File: src/rtl/ep0_xfer_pkg.sv
package ep0_xfer_pkg;
  localparam int REG_W    = 32;
  localparam int BYTE_W   = 7;
  localparam int PKT_W    = 2;
  localparam int BYTE_LSB = 0;
  localparam int PKT_LSB  = 19;
  localparam int NUM_IRQ  = 3;

  // flag vector: bit0 complete, bit1 disabled, bit2 bus fault
  typedef struct packed {
    logic buserr;
    logic dis;
    logic done;
  } irq_vec_t;
endpackage

File: src/rtl/ep0_down_ctr.sv
module ep0_down_ctr #(
  parameter int W = 7
) (
  input  logic         clk,
  input  logic         rst_n,
  input  logic         load,
  input  logic [W-1:0] load_val,
  input  logic         dec_en,
  input  logic [W-1:0] dec_amt,
  output logic [W-1:0] cnt_q,
  output logic [W-1:0] cnt_nxt
);
  logic upd;

  always_comb begin
    upd     = load | dec_en;
    cnt_nxt = cnt_q;
    if (load) begin
      cnt_nxt = load_val;
    end else if (dec_en) begin
      cnt_nxt = (cnt_q > dec_amt) ? (cnt_q - dec_amt) : '0;
    end
  end

  always_ff @(posedge clk or negedge rst_n) begin
    if (!rst_n) begin
      cnt_q <= '0;
    end else if (upd) begin
      cnt_q <= cnt_nxt;
    end
  end
endmodule

File: src/rtl/ep0_sticky_flag.sv
module ep0_sticky_flag (
  input  logic clk,
  input  logic rst_n,
  input  logic set,
  input  logic clr,
  output logic q
);
  logic q_nxt;
  logic upd;

  always_comb begin
    upd   = set | clr;
    q_nxt = set | (q & ~clr);
  end

  always_ff @(posedge clk or negedge rst_n) begin
    if (!rst_n) begin
      q <= 1'b0;
    end else if (upd) begin
      q <= q_nxt;
    end
  end
endmodule

File: src/rtl/ep0_in_xfer_tracker.sv
module ep0_in_xfer_tracker
  import ep0_xfer_pkg::*;
#(
  parameter int RW  = REG_W,
  parameter int BW  = BYTE_W,
  parameter int PW  = PKT_W,
  parameter int BLO = BYTE_LSB,
  parameter int PLO = PKT_LSB,
  parameter int NI  = NUM_IRQ
) (
  input  logic          clk,
  input  logic          rst_n,
  input  logic          sz_wr,
  input  logic [RW-1:0] sz_wdata,
  output logic [RW-1:0] sz_rdata,
  input  logic          ep_en_set,
  input  logic          ep_dis_req,
  output logic          ep_en,
  input  logic [BW-1:0] max_pkt,
  input  logic          mem_pkt_wr,
  input  logic          mem_pkt_last,
  input  logic [BW-1:0] mem_pkt_len,
  input  logic          fifo_pkt_rd,
  input  logic          dma_mode,
  input  logic          bus_err,
  input  logic [NI-1:0] irq_clr,
  output logic [NI-1:0] irq_flags
);
  localparam logic [PW-1:0] PKT_ONE = PW'(1);

  logic [1:0]    rst_sync;
  logic          arst_n;
  logic          en_q, en_nxt, en_upd;
  logic          ld;
  logic          byte_dec, pkt_dec;
  logic [BW-1:0] byte_amt, byte_q, byte_nxt;
  logic [PW-1:0] pkt_q, pkt_nxt;
  logic          done_evt, dis_evt, err_evt;
  irq_vec_t      irq_set;
  logic          unused_wdata;

  // reset: asserted asynchronously, released on a clock edge
  always_ff @(posedge clk or negedge rst_n) begin
    if (!rst_n) begin
      rst_sync <= 2'b00;
    end else begin
      rst_sync <= {rst_sync[0], 1'b1};
    end
  end
  assign arst_n = rst_sync[1];

  assign unused_wdata = ^sz_wdata;

  always_comb begin
    ld       = sz_wr & ~en_q;
    byte_dec = en_q & mem_pkt_wr;
    pkt_dec  = en_q & fifo_pkt_rd;
    byte_amt = mem_pkt_last ? mem_pkt_len : max_pkt;
  end

  ep0_down_ctr #(.W(BW)) u_byte_ctr (
    .clk      (clk),
    .rst_n    (arst_n),
    .load     (ld),
    .load_val (sz_wdata[BLO +: BW]),
    .dec_en   (byte_dec),
    .dec_amt  (byte_amt),
    .cnt_q    (byte_q),
    .cnt_nxt  (byte_nxt)
  );

  ep0_down_ctr #(.W(PW)) u_pkt_ctr (
    .clk      (clk),
    .rst_n    (arst_n),
    .load     (ld),
    .load_val (sz_wdata[PLO +: PW]),
    .dec_en   (pkt_dec),
    .dec_amt  (PKT_ONE),
    .cnt_q    (pkt_q),
    .cnt_nxt  (pkt_nxt)
  );

  // completion wins over a disable request in the same cycle
  always_comb begin
    done_evt = en_q & (byte_nxt == '0) & (pkt_nxt == '0);
    dis_evt  = en_q & ep_dis_req & ~done_evt;
    err_evt  = en_q & dma_mode & bus_err;
    en_nxt   = en_q ? ~(done_evt | dis_evt) : ep_en_set;
    en_upd   = en_q | ep_en_set;
    irq_set  = '{buserr: err_evt, dis: dis_evt, done: done_evt};
  end

  always_ff @(posedge clk or negedge arst_n) begin
    if (!arst_n) begin
      en_q <= 1'b0;
    end else if (en_upd) begin
      en_q <= en_nxt;
    end
  end

  for (genvar gi = 0; gi < NI; gi++) begin : g_irq
    ep0_sticky_flag u_flag (
      .clk   (clk),
      .rst_n (arst_n),
      .set   (irq_set[gi]),
      .clr   (irq_clr[gi]),
      .q     (irq_flags[gi])
    );
  end

  // counts are hidden while the hardware owns them
  always_comb begin
    sz_rdata = '0;
    if (!en_q) begin
      sz_rdata[BLO +: BW] = byte_q;
      sz_rdata[PLO +: PW] = pkt_q;
    end
  end

  assign ep_en = en_q;
endmodule

File: config.mk
export PLATFORM = sky130hd
export DESIGN_NAME = ep0_in_xfer_tracker
export DESIGN_NICKNAME = d
export VERILOG_FILES = /design/src/rtl/ep0_xfer_pkg.sv /design/src/rtl/ep0_down_ctr.sv /design/src/rtl/ep0_sticky_flag.sv /design/src/rtl/ep0_in_xfer_tracker.sv
export SDC_FILE = /design/constraint.sdc
export NUM_CORES = 1
export LEC_CHECK = 0
export CORE_MARGIN = 4
export CORE_UTILIZATION = 37
export CTS_CLUSTER_DIAMETER = 100
export DETAILED_ROUTE_END_ITERATION = 8
export GPL_TIMING_DRIVEN = 0
export HOLD_SLACK_MARGIN = 0.03
export PLACE_DENSITY_LB_ADDON = 0.05
export SYNTH_ARGS = -nofsm -noshare
export SYNTH_HDL_FRONTEND = slang
export SYNTH_SLANG_ARGS = --single-unit
export TNS_END_PERCENT = 10
File: constraint.sdc
create_clock -name clk -period 3.56 [get_ports clk]
set_clock_uncertainty 0.05 [all_clocks]
set_input_delay 0.712 -clock clk [delete_from_list [all_inputs] [get_ports clk]]
set_output_delay 0.712 -clock clk [all_outputs]
set_load 0.02 [all_outputs]
==> results of run 1 <==
## registers in the layout (all words and copies together), names as in the netlist
| signal | flops |
|---|---|
| ep_en | 1 |
| g_irq.u_flag.q | 3 |
| u_byte_ctr.cnt_q | 7 |
| u_pkt_ctr.cnt_q | 2 |
| rst_sync | 2 |
## synthesized netlist by cell type (all sizes together), types with 2 or more instances
master / number / share of area
a2111oi: 2 / 0.026
a21o: 2 / 0.011
a21oi: 4 / 0.014
a22oi: 6 / 0.033
a41oi: 2 / 0.013
and3: 2 / 0.0090
buf: 26 / 0.14
clkbuf: 4 / 0.011
conb: 2 / 0.0054
dfrtp: 15 / 0.27
ha: 7 / 0.063
inv: 9 / 0.024
mux2i: 7 / 0.051
nand2: 6 / 0.016
nand2b: 5 / 0.023
nand3: 2 / 0.0072
nand3b: 2 / 0.011
nor2: 6 / 0.016
nor2b: 10 / 0.045
o21ai: 11 / 0.042
o22ai: 3 / 0.014
or3b: 2 / 0.013
xnor2: 2 / 0.013
## layer usage
layer  routed length, um  part of all wire
met1                1680              0.47
met3                 338             0.094
met4                   0                 0
met2                1560              0.44
met5                   0                 0
## path summary, 6_finish.rpt
| path | slack [ns] | depth (start not counted) | end |
|---|---|---|---|
| worst max-delay path | 0.20 | 10 | g_irq[1].u_flag.q$_DFFE_PN0P_ |
| worst min-delay path | 0.17 | 0 | u_byte_ctr.cnt_q[4]$_DFFE_PN0P_ |
| worst max register to register | 0.88 | 9 | g_irq[1].u_flag.q$_DFFE_PN0P_ |
| worst min register to register | 0.17 | 0 | u_byte_ctr.cnt_q[4]$_DFFE_PN0P_ |
| max in group asynchronous | 2.76 | 1 | rst_sync[1]$_DFF_PN0_ |
| min in group clk | 0.30 | 0 | rst_sync[1]$_DFF_PN0_ |
## placed cells by master (no fill, tap or decap), types with 6 or more instances in the layout
master,instances
buf_4,26
nor2_1,6
nand2_1,6
o21ai_0,10
clkdlybuf4s50_1,47
nor2b_1,10
mux2i_1,7
a22oi_1,6
ha_1,7
conb_1,24
dfrtp_1,15
inv_1,9
## cell type report
| class | instances | area, um2 |
|---|---|---|
| Multi-Input combinational cell | 123 | 848 |
| Timing Repair Buffer | 47 | 470 |
| Sequential cell | 15 | 375 |
| Buffer | 30 | 211 |
| Inverter | 9 | 33.8 |
| Fill cell | 340 | 1430 |
| Tap cell | 46 | 57.6 |
| Clock buffer | 4 | 45.0 |
## cell families (layout without fill, tap and decap cells)
family	after synthesis	in the layout
flip-flops	15	15
AO/OA/AOI/OAI	41	41
multiplexers	8	8
XOR/XNOR	3	3
AND/OR/NAND/NOR	39	39
adder cells (fa/ha/maj)	8	8
other	2	24
buffers and inverters	39	90
## power groups by stage
stage / clock network [mW] / registers [mW] / logic (mW)
floorplan: 0 / 0.273 / 0.531
global placement: 0 / 0.287 / 0.748
detailed placement: 0 / 0.291 / 0.762
CTS: 0.145 / 0.289 / 0.768
global route: 0.150 / 0.298 / 0.828
finish: 0.140 / 0.289 / 0.761
## critical path, cell delays in order
cell and delay, ns:
clkdlybuf4s50_1 0.40, mux2_2 0.26, ha_1 0.21, fa_1 0.41, nand2b_1 0.19, a21o_1 0.17
a211oi_1 0.37, o21ai_2 0.12, a2111oi_4 0.43, o22ai_1 0.14
## what timing repair did
item | 4_1_cts | 5_1_grt
buffers inserted | 0 | 0
resized for setup | 0 | 2
setup endpoints to repair | 0 | 2
==> impl_results.md, run 1 <==
- Outcome: finished, final reports clean
- Final setup vio count: 0
- Crit start category: input port
- CTS clk-pin slew, worst paths: 0.06 ns
- Port buffer count: 47
- Largest family of logic cells by synthesized area: compound AO/OA/AOI/OAI gates
- DP Area: roughly 2000 um2
- Worst vdd ir: roughly 330 uV
- Lkg Pwr: 0.946 nW
- Hold/Removal Path Class: reg2async
- CTS Root Cell: clkbuf_8
- Pre-CTS WS: -0.232 ns
- GRT Util Overall: 0.142
- Drt pass-1 iters: 4
- CP max FO: 3
- Area grow syn2layout: 47.4%
- Pin count of the biggest net entering global routing: 14
- Initial antenna violation count: 0
- Overflow after GRT: 0
- Flops & latches, synth: 15
- Simple-gate share of the synthesized area: 0.161
- Mapped Area: about 1400 um2
- Critical path type: in2reg
- Post-Synth Adder-Cell Area: 0.0777
- DRC viols: 0
- Post-Layout Cell Count: between 200 and 300
- RSZ-0062 raised after global routing: no
- WP data required: 3.62 ns
- Post-synth EDFFs: 0
- Antenna-violating nets left: 0
- Placed insts: 270
- Clk Latency, worst-skew pair: 0.25 ns
- Via-per-instance ratio: around 4.7
- Yosys cell types: 43
- Period utilization: 0.943
- FP Rows: 21
- Top Usage Layer GRT: met2
- Part of the power in registers: 0.243
- Max Freq: between 200 and 300 MHz
- Crit path DAT: ~3.4 ns
- GP Congestion: ~0.81
- Synth Area per Inst: roughly 8.9 um2
- Max_slew headroom: 0.633
- Complex-gate fraction of the synthesized area: 0.231
- Max Slew Vio Count: 0
- Worst-margin pin slew: 0.550 ns
- Power after layout: 1.19 mW
- Number of clock sinks: 15
- Syn. warnings: 0
- Clock network fraction of total power: 0.118
- Share of post-route cells with drive strength above 1: 0.158
- Post-DP HPWL: 2970 um
- Power Internal: around 0.67 mW
- Setup ws final: 0.202 ns
- Top FF cell, synth: dfrtp_1
- Vias in the first global route: ~1300
- Total number of H-tree levels: 1
- Pwr/cell area: approximately 580 nW/um2
- Total routed wirelength: approximately 3600 um
- Num ports: 95
- CP endpoint kind: flop
- Initial Utilization: 0.399
- Crit Reg-Reg Startpoint: u_byte_ctr.cnt_q[0]$_DFFE_PN0P_
- Max clock buf depth: 2
- Final net count: 296
- Post-synthesis mux area share: 0.0587
- Chip width: 69.2 um
- Cts-stage hold buffer count: 0
- GRT met1 Usage: 0.186
- Met3 usage: 0.0638
- Die ar.: about 4800 um2
- Hold slack: ~0.17 ns
- ANT cells: 0
- Average wire per standard cell: between 10 and 15 um
- Fin area: 2040 um2
- Post-Synth XOR/XNOR Area: 0.0190
- Setup TNS: 0 ns
- Initial drt markers: 23
- Global-route wire length before repair: just under 6000 um
- Final Hold Vio Count: 0
- Async set or reset register ratio after synthesis: 1.00
- Switching share of power: 0.439
- CTS Buf Count: 3
- Worst Setup SP: max_pkt[0]
- CTS tree: done
- Synth Instances: about 160
- Tmin final: roughly 3.4 ns
- Core area: 3470 um2
- Via count: approximately 1300
- Logic pwr share: 0.640
- Sw power: roughly 0.52 mW
- Max-Cap Viols: 0
- Met2 Use GR: 0.227
- Die H: 69.2 um
- Final core occ: 0.589
- Seq/Total Area, Yosys: 0.271
Note: power is estimated with default switching activity, not from simulation.
==> run 2, diff against run 1 <==
- CAP_MARGIN: not set -> 10
- CORE_UTILIZATION: 37 -> 27
==> run 2 against run 1 <==
Against the previous run: fmax rose by 0.72%; design area increased by 1.3%; sequential share of layout area shrank 0.23 points; clock power fell by 3%; wire length increased by 2.3%; power down 0.25%; first-iteration DRC count rose by 30%; global-route usage down 2.6 points; non-clock buffer count stayed put; final cell count is 7.7% higher; largest power group unchanged; highest routed layer is now met4.
==> impl_results.md, run 2 (synthesis gave the netlist of run 1 again) <==
- Register Area: 375 um2 (unchanged)
- Crit path DAT: 3.40 ns (-0.02 ns)
- Share of post-route cells with drive strength above 1: 0.158 (unchanged)
- Hold slack: 0.169 ns (+0.000530 ns)
- Fillers: 489 (+44%)
- Total routed wirelength: 3670 um (+2.3%)
- Commonest non-fill, non-tap cell in the layout: clkdlybuf4s50_1
- Final setup vio count: 0 (unchanged)
- Antenna-violating nets left: 0 (unchanged)
- RSZ-0062 raised after global routing: no
- CTS clk-pin slew, worst paths: 0.06 ns (about the same)
- Core area: 4850 um2 (+40%)
- FP Rows: 25 (+19%)
- Power Internal: 0.667 mW (-0.13%)
- Outcome: finished, final reports clean
- Worst Setup SP: mem_pkt_len[0]
- DRC viols: 0 (unchanged)
- CTS Buf Count: 3 (unchanged)
- Max clock buf depth: 2 (unchanged)
- GP Congestion: 0.765 (-5.8%)
- CP max FO: 3 (unchanged)
- Final net count: 296 (unchanged)
- Max_slew headroom: 0.607 (-0.0257)
- Max Slew Vio Count: 0 (unchanged)
- Sw power: 0.520 mW (-0.41%)
- GRT Util Overall: 0.116 (-0.0260)
- Num ports: 95 (unchanged)
- Average wire per standard cell: 12.4 um (-5.0%)
- Via-per-instance ratio: 4.29 (-8.7%)
- Worst vdd ir: 202 uV (-40%)
- Via count: 1267 (-1.7%)
- Logic pwr share: 0.644 (+0.004)
- Clock network fraction of total power: 0.115 (-0.003)
- Die ar.: 6340 um2 (+32%)
- Initial drt markers: 30 (+30%)
- Overflow after GRT: 0 (unchanged)
- Tmin final: 3.33 ns (-0.0240 ns)
- Part of the power in registers: 0.241 (-0.002)
- Pre-CTS WS: -0.172 ns (+0.0609 ns)
- Switching share of power: 0.438 (-0.000683)
- Initial Utilization: 0.286 (-0.114)
- Pwr/cell area: 574 nW/um2 (-1.5%)
- Clk Latency, worst-skew pair: 0.25 ns (about the same)
- Area grow syn2layout: 49.3%
- Max-Cap Viols: 0 (unchanged)
- # Post-CTS Setup Buffers: 0 (unchanged)
- Total number of H-tree levels: 1 (unchanged)
- Crit Reg-Reg Startpoint: u_byte_ctr.cnt_q[0]$_DFFE_PN0P_
- Worst-margin pin slew: 0.589 ns (+0.0386 ns)
- CTS tree: done
- Largest register FFs: 7 (unchanged)
- ANT cells: 0 (unchanged)
- CTS Root Cell: clkbuf_8
- Pin count of the biggest net entering global routing: 14 (unchanged)
- WP data required: 3.62 ns (about the same)
- Final core occ: 0.427 (-0.162)
- Chip width: 79.6 um (+15%)
- Port buffer count: 47 (unchanged)
- Final Hold Vio Count: 0 (unchanged)
- Vias in the first global route: 1212 (-5.8%)
- Post-DP HPWL: 3140 um (+5.7%)
- Lkg Pwr: 0.946 nW (unchanged)
- Number of clock sinks: 15 (unchanged)
- Global-route wire length before repair: 5890 um (+1.6%)
- Critical path type: in2reg
- Most frequent cells in the layout: clkdlybuf4s50_1, buf_4, conb_1
- Max Freq: 300 MHz (+0.72%)
- Hold/Removal Path Class: reg2async
- Setup ws final: 0.226 ns (+0.0240 ns)
- Area occupied by multi-input gates: 848 um2 (unchanged)
- Drt pass-1 iters: 4 (unchanged)
- Most flops, register: u_byte_ctr.cnt_q
- Setup TNS: 0 ns (unchanged)
- Initial antenna violation count: 0 (unchanged)
- Top flop regs: u_byte_ctr.cnt_q x7, g_irq.u_flag.q x3
- Period utilization: 0.937 (-0.00674)
- Die H: 79.6 um (+15%)
- CP endpoint kind: flop
- Crit start category: input port
## run 2: worst max-delay path: stages
cell and delay, ns:
clkdlybuf4s50_1 0.39, mux2_2 0.27, ha_1 0.21, fa_1 0.40, nand2b_1 0.20, a21o_1 0.17, a211oi_1 0.34, o21ai_2 0.12
a2111oi_4 0.44, o22ai_1 0.14
## run 2: worst paths after layout
path / end / slack, ns / depth (start not counted)
min reg2reg: u_byte_ctr.cnt_q[3]$_DFFE_PN0P_ / 0.17 / 0
max in group asynchronous: rst_sync[0]$_DFF_PN0_ / 2.77 / 1
max: g_irq[1].u_flag.q$_DFFE_PN0P_ / 0.23 / 10
min in group clk: rst_sync[1]$_DFF_PN0_ / 0.31 / 0
min: u_byte_ctr.cnt_q[3]$_DFFE_PN0P_ / 0.17 / 0
max reg2reg: g_irq[1].u_flag.q$_DFFE_PN0P_ / 0.91 / 9
## run 2: metrics by stage
stage | power (mW) | instance area, um2 | cells
2_1_floorplan | 0.805 | 1470 | 177
3_3_place_gp | 1.05 | 2020 | 291
3_5_place_dp | 1.06 | 2020 | 291
4_1_cts | 1.20 | 2070 | 295
5_1_grt | 1.30 | 2070 | 295
6_report | 1.19 | 2070 | 295
## run 2: timing repair
item / 4_1_cts / 5_1_grt
endpoints found under the setup margin: 0 / 2
resized for setup: 0 / 2
hold buffers: 0 / 0
## run 2: metal layers
metal	GRT usage	wire length, um	share of wire
met3	0.0293	280	0.076
met4	0.0206	8	0.0022
met2	0.190	1750	0.48
met1	0.156	1630	0.45
met5	0	0	0
## run 2: final cells by class
cell class	instances	area share
sequential	15	0.181
inverter	9	0.0163
multi-input combinational	123	0.410
timing repair buffer	47	0.227
clock buffer	4	0.0218
buffer	30	0.102
tap	67	0.0405
## run 2: power groups by stage
stage / Combinational (mW) / Sequential [mW] / Clock (mW)
finish: 0.764 / 0.286 / 0.136
detailed placement: 0.766 / 0.291 / 0
floorplan: 0.531 / 0.273 / 0
global placement: 0.764 / 0.289 / 0
global route: 0.846 / 0.299 / 0.154
CTS: 0.770 / 0.288 / 0.143
